--- config.mk ---
export PLATFORM = sky130hd
export DESIGN_NAME = mini_uart_regs
export DESIGN_NICKNAME = d
export VERILOG_FILES = /design/src/rtl/mu_pkg.sv /design/src/rtl/mu_rx_fifo.sv /design/src/rtl/mu_irq_gen.sv /design/src/rtl/mu_bus_decode.sv /design/src/rtl/mu_read_mux.sv /design/src/rtl/mini_uart_regs.sv
export SDC_FILE = /design/constraint.sdc
export NUM_CORES = 1
export LEC_CHECK = 0
export BUFFER_PORTS_ARGS = -buffer_cell sky130_fd_sc_hd__buf_2
export CORE_MARGIN = 8
export CORE_UTILIZATION = 38
export CTS_BUF_LIST = sky130_fd_sc_hd__clkbuf_4
export DETAILED_ROUTE_END_ITERATION = 8
export PLACE_DENSITY = 0.67
export SLEW_MARGIN = 30
export SYNTH_ARGS = -nofsm -noshare
export SYNTH_HDL_FRONTEND = slang
export SYNTH_SLANG_ARGS = --single-unit
--- constraint.sdc ---
create_clock -name clk -period 3.9 [get_ports clk]
set_input_delay 0.39 -clock clk [delete_from_list [all_inputs] [get_ports clk]]
set_output_delay 0.39 -clock clk [all_outputs]
set_load 0.03 [all_outputs]
--- src/rtl/mu_pkg.sv ---
package mu_pkg;
  localparam int ADDR_W = 8;
  localparam int WORD_W = 32;

  localparam logic [ADDR_W-1:0] OFF_SUMMARY = 8'h00;
  localparam logic [ADDR_W-1:0] OFF_ENABLES = 8'h04;
  localparam logic [ADDR_W-1:0] OFF_DATA    = 8'h40;
  localparam logic [ADDR_W-1:0] OFF_IEN     = 8'h44;
  localparam logic [ADDR_W-1:0] OFF_IID     = 8'h48;
  localparam logic [ADDR_W-1:0] OFF_LSTAT   = 8'h54;
  localparam logic [ADDR_W-1:0] OFF_CTRL    = 8'h60;
  localparam logic [ADDR_W-1:0] OFF_XSTAT   = 8'h64;

  localparam logic [WORD_W-1:0] FIFO_EN_BITS = 32'h0000_00C0;
  localparam logic [WORD_W-1:0] LSTAT_IDLE   = 32'h0000_0060;
  localparam logic [WORD_W-1:0] XSTAT_IDLE   = 32'h0000_030E;
  localparam logic [WORD_W-1:0] CTRL_VALUE   = 32'h0000_0003;
  localparam int XSTAT_FILL_LSB = 16;

  typedef struct packed {
    logic tx;
    logic rx;
  } irq_vec_t;

  typedef struct packed {
    logic pop;
    logic tx_fire;
    logic ien_we;
    logic flush;
  } bus_ev_t;
endpackage

--- src/rtl/mu_rx_fifo.sv ---
module mu_rx_fifo #(
  parameter int DEPTH  = 8,
  parameter int DATA_W = 8,
  localparam int PTR_W = (DEPTH > 1) ? $clog2(DEPTH) : 1,
  localparam int CNT_W = $clog2(DEPTH + 1)
) (
  input  logic              clk,
  input  logic              rst_n,
  input  logic              push_i,
  input  logic [DATA_W-1:0] data_i,
  input  logic              pop_i,
  input  logic              flush_i,
  output logic [DATA_W-1:0] head_o,
  output logic [CNT_W-1:0]  count_o,
  output logic              full_o
);
  localparam int SUM_W = CNT_W + 1;

  logic [PTR_W-1:0]  rptr_q, rptr_d;
  logic [CNT_W-1:0]  cnt_q, cnt_d;
  logic [DATA_W-1:0] mem_q [DEPTH];
  logic [SUM_W-1:0]  slot_sum;
  logic [PTR_W-1:0]  wslot;
  logic              push_ok, pop_ok;

  assign full_o  = (cnt_q == CNT_W'(DEPTH));
  assign push_ok = push_i && !full_o && !flush_i;
  assign pop_ok  = pop_i && (cnt_q != '0);

  // Slot for an incoming byte: read pointer plus fill, folded once.
  always_comb begin
    slot_sum = SUM_W'(rptr_q) + SUM_W'(cnt_q);
    if (slot_sum >= SUM_W'(DEPTH)) slot_sum = slot_sum - SUM_W'(DEPTH);
    wslot = slot_sum[PTR_W-1:0];
  end

  always_comb begin
    rptr_d = rptr_q;
    cnt_d  = cnt_q;
    if (flush_i) begin
      cnt_d = '0;
    end else begin
      if (pop_ok) begin
        rptr_d = (rptr_q == PTR_W'(DEPTH - 1)) ? '0 : rptr_q + 1'b1;
      end
      case ({push_ok, pop_ok})
        2'b10:   cnt_d = cnt_q + 1'b1;
        2'b01:   cnt_d = cnt_q - 1'b1;
        default: cnt_d = cnt_q;
      endcase
    end
  end

  always_ff @(posedge clk or negedge rst_n) begin
    if (!rst_n) begin
      rptr_q <= '0;
      cnt_q  <= '0;
    end else begin
      rptr_q <= rptr_d;
      cnt_q  <= cnt_d;
    end
  end

  // Storage carries no reset; the write is qualified by the push enable.
  always_ff @(posedge clk) begin
    if (push_ok) mem_q[wslot] <= data_i;
  end

  assign head_o  = mem_q[rptr_q];
  assign count_o = cnt_q;
endmodule

--- src/rtl/mu_irq_gen.sv ---
module mu_irq_gen
  import mu_pkg::*;
(
  input  logic [1:0] ien_i,
  input  logic       rx_nonempty_i,
  output irq_vec_t   pend_o,
  output logic       irq_o
);
  always_comb begin
    pend_o.rx = ien_i[0] && rx_nonempty_i;
    pend_o.tx = ien_i[1];
    irq_o     = pend_o.rx || pend_o.tx;
  end
endmodule

--- src/rtl/mu_bus_decode.sv ---
module mu_bus_decode
  import mu_pkg::*;
(
  input  logic              valid_i,
  input  logic              write_i,
  input  logic [ADDR_W-1:0] addr_i,
  input  logic              flush_bit_i,
  output bus_ev_t           ev_o
);
  logic rd, wr;

  assign rd = valid_i && !write_i;
  assign wr = valid_i && write_i;

  always_comb begin
    ev_o.pop     = rd && (addr_i == OFF_DATA);
    ev_o.tx_fire = wr && (addr_i == OFF_DATA);
    ev_o.ien_we  = wr && (addr_i == OFF_IEN);
    ev_o.flush   = wr && (addr_i == OFF_IID) && flush_bit_i;
  end
endmodule

--- src/rtl/mu_read_mux.sv ---
module mu_read_mux
  import mu_pkg::*;
#(
  parameter int CNT_W  = 4,
  parameter int DATA_W = 8
) (
  input  logic [ADDR_W-1:0] addr_i,
  input  logic [DATA_W-1:0] head_i,
  input  logic [CNT_W-1:0]  count_i,
  input  logic [1:0]        ien_i,
  input  irq_vec_t          pend_i,
  output logic [WORD_W-1:0] rdata_o
);
  logic nonempty, any_pend;

  assign nonempty = (count_i != '0);
  assign any_pend = pend_i.rx || pend_i.tx;

  always_comb begin
    rdata_o = '0;
    case (addr_i)
      OFF_SUMMARY: rdata_o = WORD_W'(any_pend);
      OFF_ENABLES: rdata_o = WORD_W'(1);
      OFF_DATA:    rdata_o = WORD_W'(head_i);
      OFF_IEN:     rdata_o = FIFO_EN_BITS | WORD_W'(ien_i);
      OFF_IID:     rdata_o = FIFO_EN_BITS
                           | (nonempty ? WORD_W'(4) : WORD_W'(2))
                           | WORD_W'(!any_pend);
      OFF_LSTAT:   rdata_o = LSTAT_IDLE | WORD_W'(nonempty);
      OFF_CTRL:    rdata_o = CTRL_VALUE;
      OFF_XSTAT:   rdata_o = nonempty
                           ? (XSTAT_IDLE | WORD_W'(1)
                              | (WORD_W'(count_i) << XSTAT_FILL_LSB))
                           : XSTAT_IDLE;
      default:     rdata_o = '0;
    endcase
  end
endmodule

--- src/rtl/mini_uart_regs.sv ---
module mini_uart_regs
  import mu_pkg::*;
#(
  parameter int DEPTH  = 8,
  parameter int DATA_W = 8,
  localparam int CNT_W = $clog2(DEPTH + 1)
) (
  input  logic              clk,
  input  logic              rst_n,
  input  logic              bus_valid,
  input  logic              bus_write,
  input  logic [7:0]        bus_addr,
  input  logic [31:0]       bus_wdata,
  output logic [31:0]       bus_rdata,
  input  logic              rx_valid,
  input  logic [DATA_W-1:0] rx_data,
  output logic              rx_ready,
  output logic              tx_valid,
  output logic [DATA_W-1:0] tx_data,
  output logic              irq
);
  bus_ev_t           ev;
  irq_vec_t          pend;
  logic [1:0]        ien_q, ien_d;
  logic [CNT_W-1:0]  rx_cnt;
  logic [DATA_W-1:0] rx_head;
  logic              rx_full;
  logic              unused_wbits;

  assign unused_wbits = ^{bus_wdata[31:DATA_W]};

  mu_bus_decode u_dec (
    .valid_i     (bus_valid),
    .write_i     (bus_write),
    .addr_i      (bus_addr),
    .flush_bit_i (bus_wdata[1]),
    .ev_o        (ev)
  );

  // Interrupt-enable register: next state and storage kept apart.
  always_comb begin
    ien_d = ien_q;
    if (ev.ien_we) ien_d = bus_wdata[1:0];
  end

  always_ff @(posedge clk or negedge rst_n) begin
    if (!rst_n) ien_q <= '0;
    else        ien_q <= ien_d;
  end

  assign rx_ready = !rx_full && !ev.flush;

  mu_rx_fifo #(.DEPTH(DEPTH), .DATA_W(DATA_W)) u_fifo (
    .clk     (clk),
    .rst_n   (rst_n),
    .push_i  (rx_valid && rx_ready),
    .data_i  (rx_data),
    .pop_i   (ev.pop),
    .flush_i (ev.flush),
    .head_o  (rx_head),
    .count_o (rx_cnt),
    .full_o  (rx_full)
  );

  mu_irq_gen u_irq (
    .ien_i         (ien_q),
    .rx_nonempty_i (rx_cnt != '0),
    .pend_o        (pend),
    .irq_o         (irq)
  );

  mu_read_mux #(.CNT_W(CNT_W), .DATA_W(DATA_W)) u_rmux (
    .addr_i  (bus_addr),
    .head_i  (rx_head),
    .count_i (rx_cnt),
    .ien_i   (ien_q),
    .pend_i  (pend),
    .rdata_o (bus_rdata)
  );

  assign tx_valid = ev.tx_fire;
  assign tx_data  = bus_wdata[DATA_W-1:0];
endmodule

### Word level (Yosys, flattened, before mapping)

Memory sizes are Yosys's and may differ from the RTL's.
Cells that the tools add are included.

* $add $sub $neg: 5
* order comparisons: 1
* equality and inequality tests: 11
* multiplexer cells: 9
* bitwise operators: 2
* reductions and logical operators: 22

Operators with widths (number)
* 32-bit one-hot mux with 8 select lines: 1
* 8-bit by 7-bit equality test with 1-bit output, second input constant: 6
* 32-bit by 1-bit bitwise OR with 32-bit output: 1
* 20-bit 2-to-1 mux: 1
* 1-bit logical AND: 13
* 3-bit 2-to-1 mux: 3
* 8-bit by 3-bit equality test with 1-bit output, second input constant: 1
* 8-bit logical NOT: 1
* 4-bit one-hot mux with 2 select lines: 1
* 3-bit by 4-bit adder with 5-bit output: 1
* 5-bit by 4-bit greater-or-equal comparator with 1-bit output, second input constant: 1
* 4-bit by 1-bit adder with 4-bit output, second input constant: 1
* 4-bit equality test, second input constant: 1
* 1-bit logical NOT: 4
* 4-bit 2-to-1 mux: 1
* 4-bit nonzero test: 1
* 4-bit by 1-bit subtractor with 4-bit output, second input constant: 1
* 3-bit by 1-bit adder with 3-bit output, second input constant: 1
* 3-bit equality test, second input constant: 1
* 3-bit nonzero test: 1
* 3-bit by 1-bit subtractor with 3-bit output, second input constant: 1
* 2-bit by 1-bit equality test with 1-bit output, second input constant: 1
* 2-bit equality test, second input constant: 1
* 1-bit 2-to-1 mux: 2
* 3 further kinds: 3

* register bits: 9
* bits in writable memories: 64
* input port bits: 53
* output and inout bits: 43
* word-level logic and storage cells: 54
* memories: 1

Memories
* u_fifo.mem_q: words 8, width 8, read ports 1, clocked after memory_dff 0, write ports 1, RTL line mu_rx_fifo.sv:21 `logic [DATA_W-1:0] mem_q [DEPTH];`

### Depth between registers and ports, before layout

* depth after elaboration: 11
* gate-level depth with buffers: 12

### Modules after synthesis

Synthesis repeated with hierarchy kept, for this count alone.

* cell total of the unflattened synthesis: 251
* area, all modules: 3701.0 µm²

Modules (own cells, without submodules)
* mu_rx_fifo: times used 1, cells each 153, area each 2975.4 µm², sequential area each 2097.0 µm²
* mu_read_mux: times used 1, cells each 72, area each 467.9 µm², sequential area each 0.0 µm²
* mini_uart_regs: times used 1, cells each 15, area each 151.4 µm², sequential area each 50.0 µm²
* mu_bus_decode: times used 1, cells each 8, area each 85.1 µm², sequential area each 0.0 µm²
* mu_irq_gen: times used 1, cells each 3, area each 21.3 µm², sequential area each 0.0 µm²

### Worst setup path before layout

OpenSTA, ideal clock, no wires.

* path type: input-to-reg
* start point: in bus_addr[4]
* end point: reg u_fifo.cnt_q[2], in the netlist u_fifo.count_o[2]
* setup time: 0.077 ns
* arrival time: 2.891 ns
* setup slack: 0.932 ns
* cell stages on the path: 12
* buffers on the path: 1
* path through: clkbuf_1 -> nor4b_4 -> and4_1 -> a21oi_1 -> nand2_1 -> ha_1 -> xor2_1 -> ha_1 -> a21oi_1 -> xor2_1 -> or3_1 -> a21oi_1

* longest elaborated chain between the ends: 11
* elaborated cells between the ends (all ways): 16
* classes of those cells: 4 x eq/ne; 2 x mux; 10 x reduce/logical

Ends and longest elaborated chain
* from (decl): RTL line mini_uart_regs.sv:12 `input logic [7:0] bus_addr,`
* 8-bit by 7-bit equality test with 1-bit output *: RTL line mu_bus_decode.sv:19 `ev_o.flush = wr && (addr_i == OFF_IID) && flush_bit_i;`
* 1-bit logical AND * (2 in series): RTL line mu_bus_decode.sv:19
* 1-bit logical NOT *: RTL line mini_uart_regs.sv:51 `assign rx_ready = !rx_full && !ev.flush;`
* 1-bit logical AND *: RTL line mini_uart_regs.sv:51
* net rx_ready: RTL line mini_uart_regs.sv:17 `output logic rx_ready,`
* 1-bit logical AND *: RTL line mini_uart_regs.sv:56 `.push_i (rx_valid && rx_ready),`
* 1-bit logical AND * (2 in series): RTL line mu_rx_fifo.sv:27 `assign push_ok = push_i && !full_o && !flush_i;`
* 2-bit by 1-bit equality test with 1-bit output or 2-bit equality test (tied branches): RTL line mu_rx_fifo.sv:46 `case ({push_ok, pop_ok})`
* 4-bit one-hot mux with 2 select lines: RTL line mu_rx_fifo.sv:46
* 4-bit 2-to-1 mux: RTL line mu_rx_fifo.sv:40 `if (flush_i) begin`
* to (signal assigned): RTL line mu_rx_fifo.sv:60 `cnt_q <= cnt_d;`
* to (decl): RTL line mu_rx_fifo.sv:20 `logic [CNT_W-1:0] cnt_q, cnt_d;`

The timed path passes the listed nets; every way through them passes the cells marked *.
A chain may end at the register's enable or synchronous reset.

### Worst setup path after layout

* start point: reg u_fifo.rptr_q[1]
* end point: out bus_rdata[7]

* longest elaborated chain between the ends: 2

Ends and longest elaborated chain
* from (decl): RTL line mu_rx_fifo.sv:19 `logic [PTR_W-1:0] rptr_q, rptr_d;`
* from (signal assigned): RTL line mu_rx_fifo.sv:59 `rptr_q <= rptr_d;`
* memory 8 x 8 bit
* 32-bit one-hot mux with 8 select lines: RTL line mu_read_mux.sv:21 `case (addr_i)`
* to (decl): RTL line mini_uart_regs.sv:14 `output logic [31:0] bus_rdata,`

No other way between the ends.

==> out/summary.json <==
{
  "run_status": "finished clean",
  "worstPathArrival_ns": 2.85,
  "synth.yosys.seq_area_share": 0.594,
  "drt-pass1-iter-count": 4,
  "layout_utilization": 0.436,
  "clock-sinks": 73,
  "min_delay_path_depth": 2,
  "drt_drc_violations_left": 0,
  "global_route_wire_length_before_repair_mm": 11.8,
  "final_clock_period_utilization_by_the_worst_path": 0.831,
  "via_per_inst": 4.95,
  "cts.root.buffer_cell": "clkbuf_4",
  "via_count": 2074,
  "post_synth.cell_area_avg_um2": 14.9,
  "globalRoute.totalOverflow": 0,
  "cp_slowest_stage_delay_ns": 0.92,
  "gp_routability_congestion": 0.756,
  "setup.worst_path.class": "register to primary output",
  "cts_inserted_buffers": 9,
  "drtAntennaViolNets": 0,
  "synth_seq_cells": 73,
  "ys_top_cells_by_count": "edfxtp_1 (64), buf_4 (28), nor2_1 (17), mux4_2 (16), nand2_1 (10)",
  "core.rowCount": 35,
  "areaGrowthSynthToFinish_pct": 11.5,
  "die_h_um": 113,
  "syn_inst": 242,
  "end_kind": "primary output",
  "synth_top_area_frac": 0.532,
  "setup.worst_path.start_class": "register",
  "crit_path_max_fanout": 18,
  "grt_pass1_vias": 2147,
  "boundaryPins": 96,
  "dp_hpwl_mm": 5.57,
  "die_w_um": 113,
  "yosys_warnings": 0,
  "cts_buffer_depth": 2,
  "hold_path_class": "input pin to register",
  "post_synth_top_flop": "edfxtp_1",
  "n_fill_cell": 841,
  "setup_viol": 0,
  "grt_start_max_net_pins": 20,
  "numPortBuffers": 41,
  "clock.fmax_mhz": 309,
  "n_antenna_cell": 0,
  "power_density_cells_nw_per_um2": 489,
  "synth_simple_gate_area_share": 0.0984,
  "core_area_um2": 9240,
  "globalRouteTotalUtil": 0.121,
  "slew_viol_final": 0,
  "detail_route.iter0.violations": 80,
  "synth_most_common_cell": "edfxtp_1",
  "period_minus_slack_ns": 3.24,
  "slew_headroom": 0.424,
  "clock_tree_from_tritoncts": "done",
  "static-leakage-power_nw": 1.49,
  "synth_edf_count": 64,
  "synth.top_cells.by_area": "edfxtp_1 (53%), mux4_2 (10%), dfrtp_1 (6.2%)",
  "timing.critical_path.slowest_stage_cell": "dfrtp_1",
  "timing.setup.tns_ns": 0,
  "critical_path_cell_sequence": "mux4_2 > nor2b_1 > a2111oi_0 > a211oi_1 > buf_2",
  "max_slew.worst_pin.slew_ns": 0.864,
  "ir_drop_mv": 0.294,
  "grt_antenna_before_repair": 1,
  "synth.distinct_cells": 52,
  "drt-total-wl_mm": 7.67,
  "final_nets": 345,
  "cts_hold_buf": 1,
  "cts.reportedPaths.clkPinSlew_ns": 0.12,
  "worst_skew_pair.late_latency_ns": 0.42,
  "timing.final.hold_violations": 0,
  "yosys-mux-area-fraction": 0.138,
  "cts_max_level": 3,
  "starting_density": 0.391,
  "share_of_the_synthesized_area_in_compound_gates_ao_oa_aoi_oai": 0.0551,
  "synth_largest_area_cell": "edfxtp_1",
  "final_cell_count_no_fill": 419,
  "cts_repair_resized_insts": 0,
  "synthesized_area_fraction_occupied_by_xor_and_xnor_cells": 0.0145,
  "fp.dieArea_um2": 12900,
  "worst_ep_required_time_ns": 3.51,
  "wire_per_inst_um": 18.3,
  "yosys.area_share.adder": 0.0263,
  "timing.reg2reg.setup_slack_ns": 1.17,
  "reg2reg_depth": 6,
  "cap_viol_max_count": 0,
  "main_combinational_cell_family_by_area_after_synthesis": "multiplexers",
  "setup_repair_after_global_routing_missed_its_margin": "no",
  "drive_gt1_frac": 0.310,
  "postCtsSetupBuffers": 0,
  "placed_cells_incl_taps": 402,
  "async_flop_share": 0.123,
  "clock-skew-final_ns": 0.0147,
  "netlist_area_um2": 3610
}
[cell usage in the layout, fill, tap and decap left out, drive strengths merged, types with 2 or more instances in the layout]
| master | instances |
|---|---|
| ha | 6 |
| dfrtp | 9 |
| or3 | 3 |
| bufinv | 2 |
| clkbuf | 10 |
| nor2 | 18 |
| o22ai | 2 |
| or2 | 2 |
| and3 | 2 |
| mux4 | 16 |
| o31a | 2 |
| mux2 | 5 |
| nand3 | 2 |
| edfxtp | 64 |
| a2111oi | 2 |
| buf | 50 |
| nor4b | 2 |
| o21ai | 5 |
| xor2 | 5 |
| nand2b | 2 |
| mux2i | 8 |
| o221ai | 2 |
| and2 | 5 |
| nand4 | 3 |
| nor3 | 3 |
| nand2 | 10 |
| conb | 18 |
| a21oi | 5 |
| inv | 3 |
| nor2b | 5 |
[final timing paths]
| kind | startpoint | end |
|---|---|---|
| min in group asynchronous | rst_n | u_fifo.count_o[3] |
| min | bus_wdata[0] | ien_q[0] |
| max reg2reg | u_fifo.rptr_q[1] | u_fifo.mem_q[1][2] |
| max | u_fifo.rptr_q[1] | bus_rdata[7] |
| min reg2reg | ien_q[0] | ien_q[0] |
| max in group asynchronous | rst_n | u_fifo.rptr_q[1] |
[metal layers]
| layer | part of all wire | global-route usage | up-vias | wire [um] |
|---|---|---|---|---|
| met4 | 0.013 | 0.0488 | 2 | 102 |
| li1 | - | - | 977 | - |
| met1 | 0.41 | 0.137 | 1008 | 3180 |
| met2 | 0.49 | 0.206 | 72 | 3780 |
| met3 | 0.078 | 0.0423 | 15 | 598 |
| met5 | 0.0013 | 0 | - | 10 |
[power by group]
group          internal [mW]  leakage, nW  switching [mW]
registers              0.975        0.699          0.0659
clock network          0.271       0.0874           0.266
logic                  0.155        0.699           0.236
[per-stage QoR]
step	cell area, um^2	setup slack, ns	total power, mW	hold slack, ns
after global routing	4030	0.428	2.06	0.202
after floorplan	3680	0.932	1.35	0.0944
after detailed placement	3850	0.863	1.45	0.266
final	4030	0.660	1.97	0.227
after global placement	3850	0.910	1.44	0.260
after CTS	4030	0.576	1.99	0.196
[sequential cells by signal, summed over array words and instances (netlist names)]
name and cells:
u_fifo.rptr_q 3, u_fifo.mem_q 64, u_fifo.count_o 4, ien_q 2
[critical path: cells and delay by family, from the launching register on]
family | cells | cell delay, ns
compound gates | 2 | 0.56
flops | 1 | 0.92
buf+inv | 1 | 0.21
mux | 1 | 0.60
simple gates | 1 | 0.14
[cells by family after synthesis]
family	count (synthesis)
flops	73
simple gates	63
buf+inv	37
mux	29
compound gates	26
fa+ha+maj	7
xor+xnor	6
other cells	1
[cell type report]
class	count	area (um^2)	area share
flip-flops and latches	73	2150	0.533
multi-input cells	149	1270	0.314
repair buffers	51	283	0.0702
well taps	129	161	0.0401
clock inverters	6	90.1	0.0224
clock buffers	10	75.1	0.0186
inverters	1	3.75	0.000932
No activity file was read; power rests on OpenSTA's default activity.
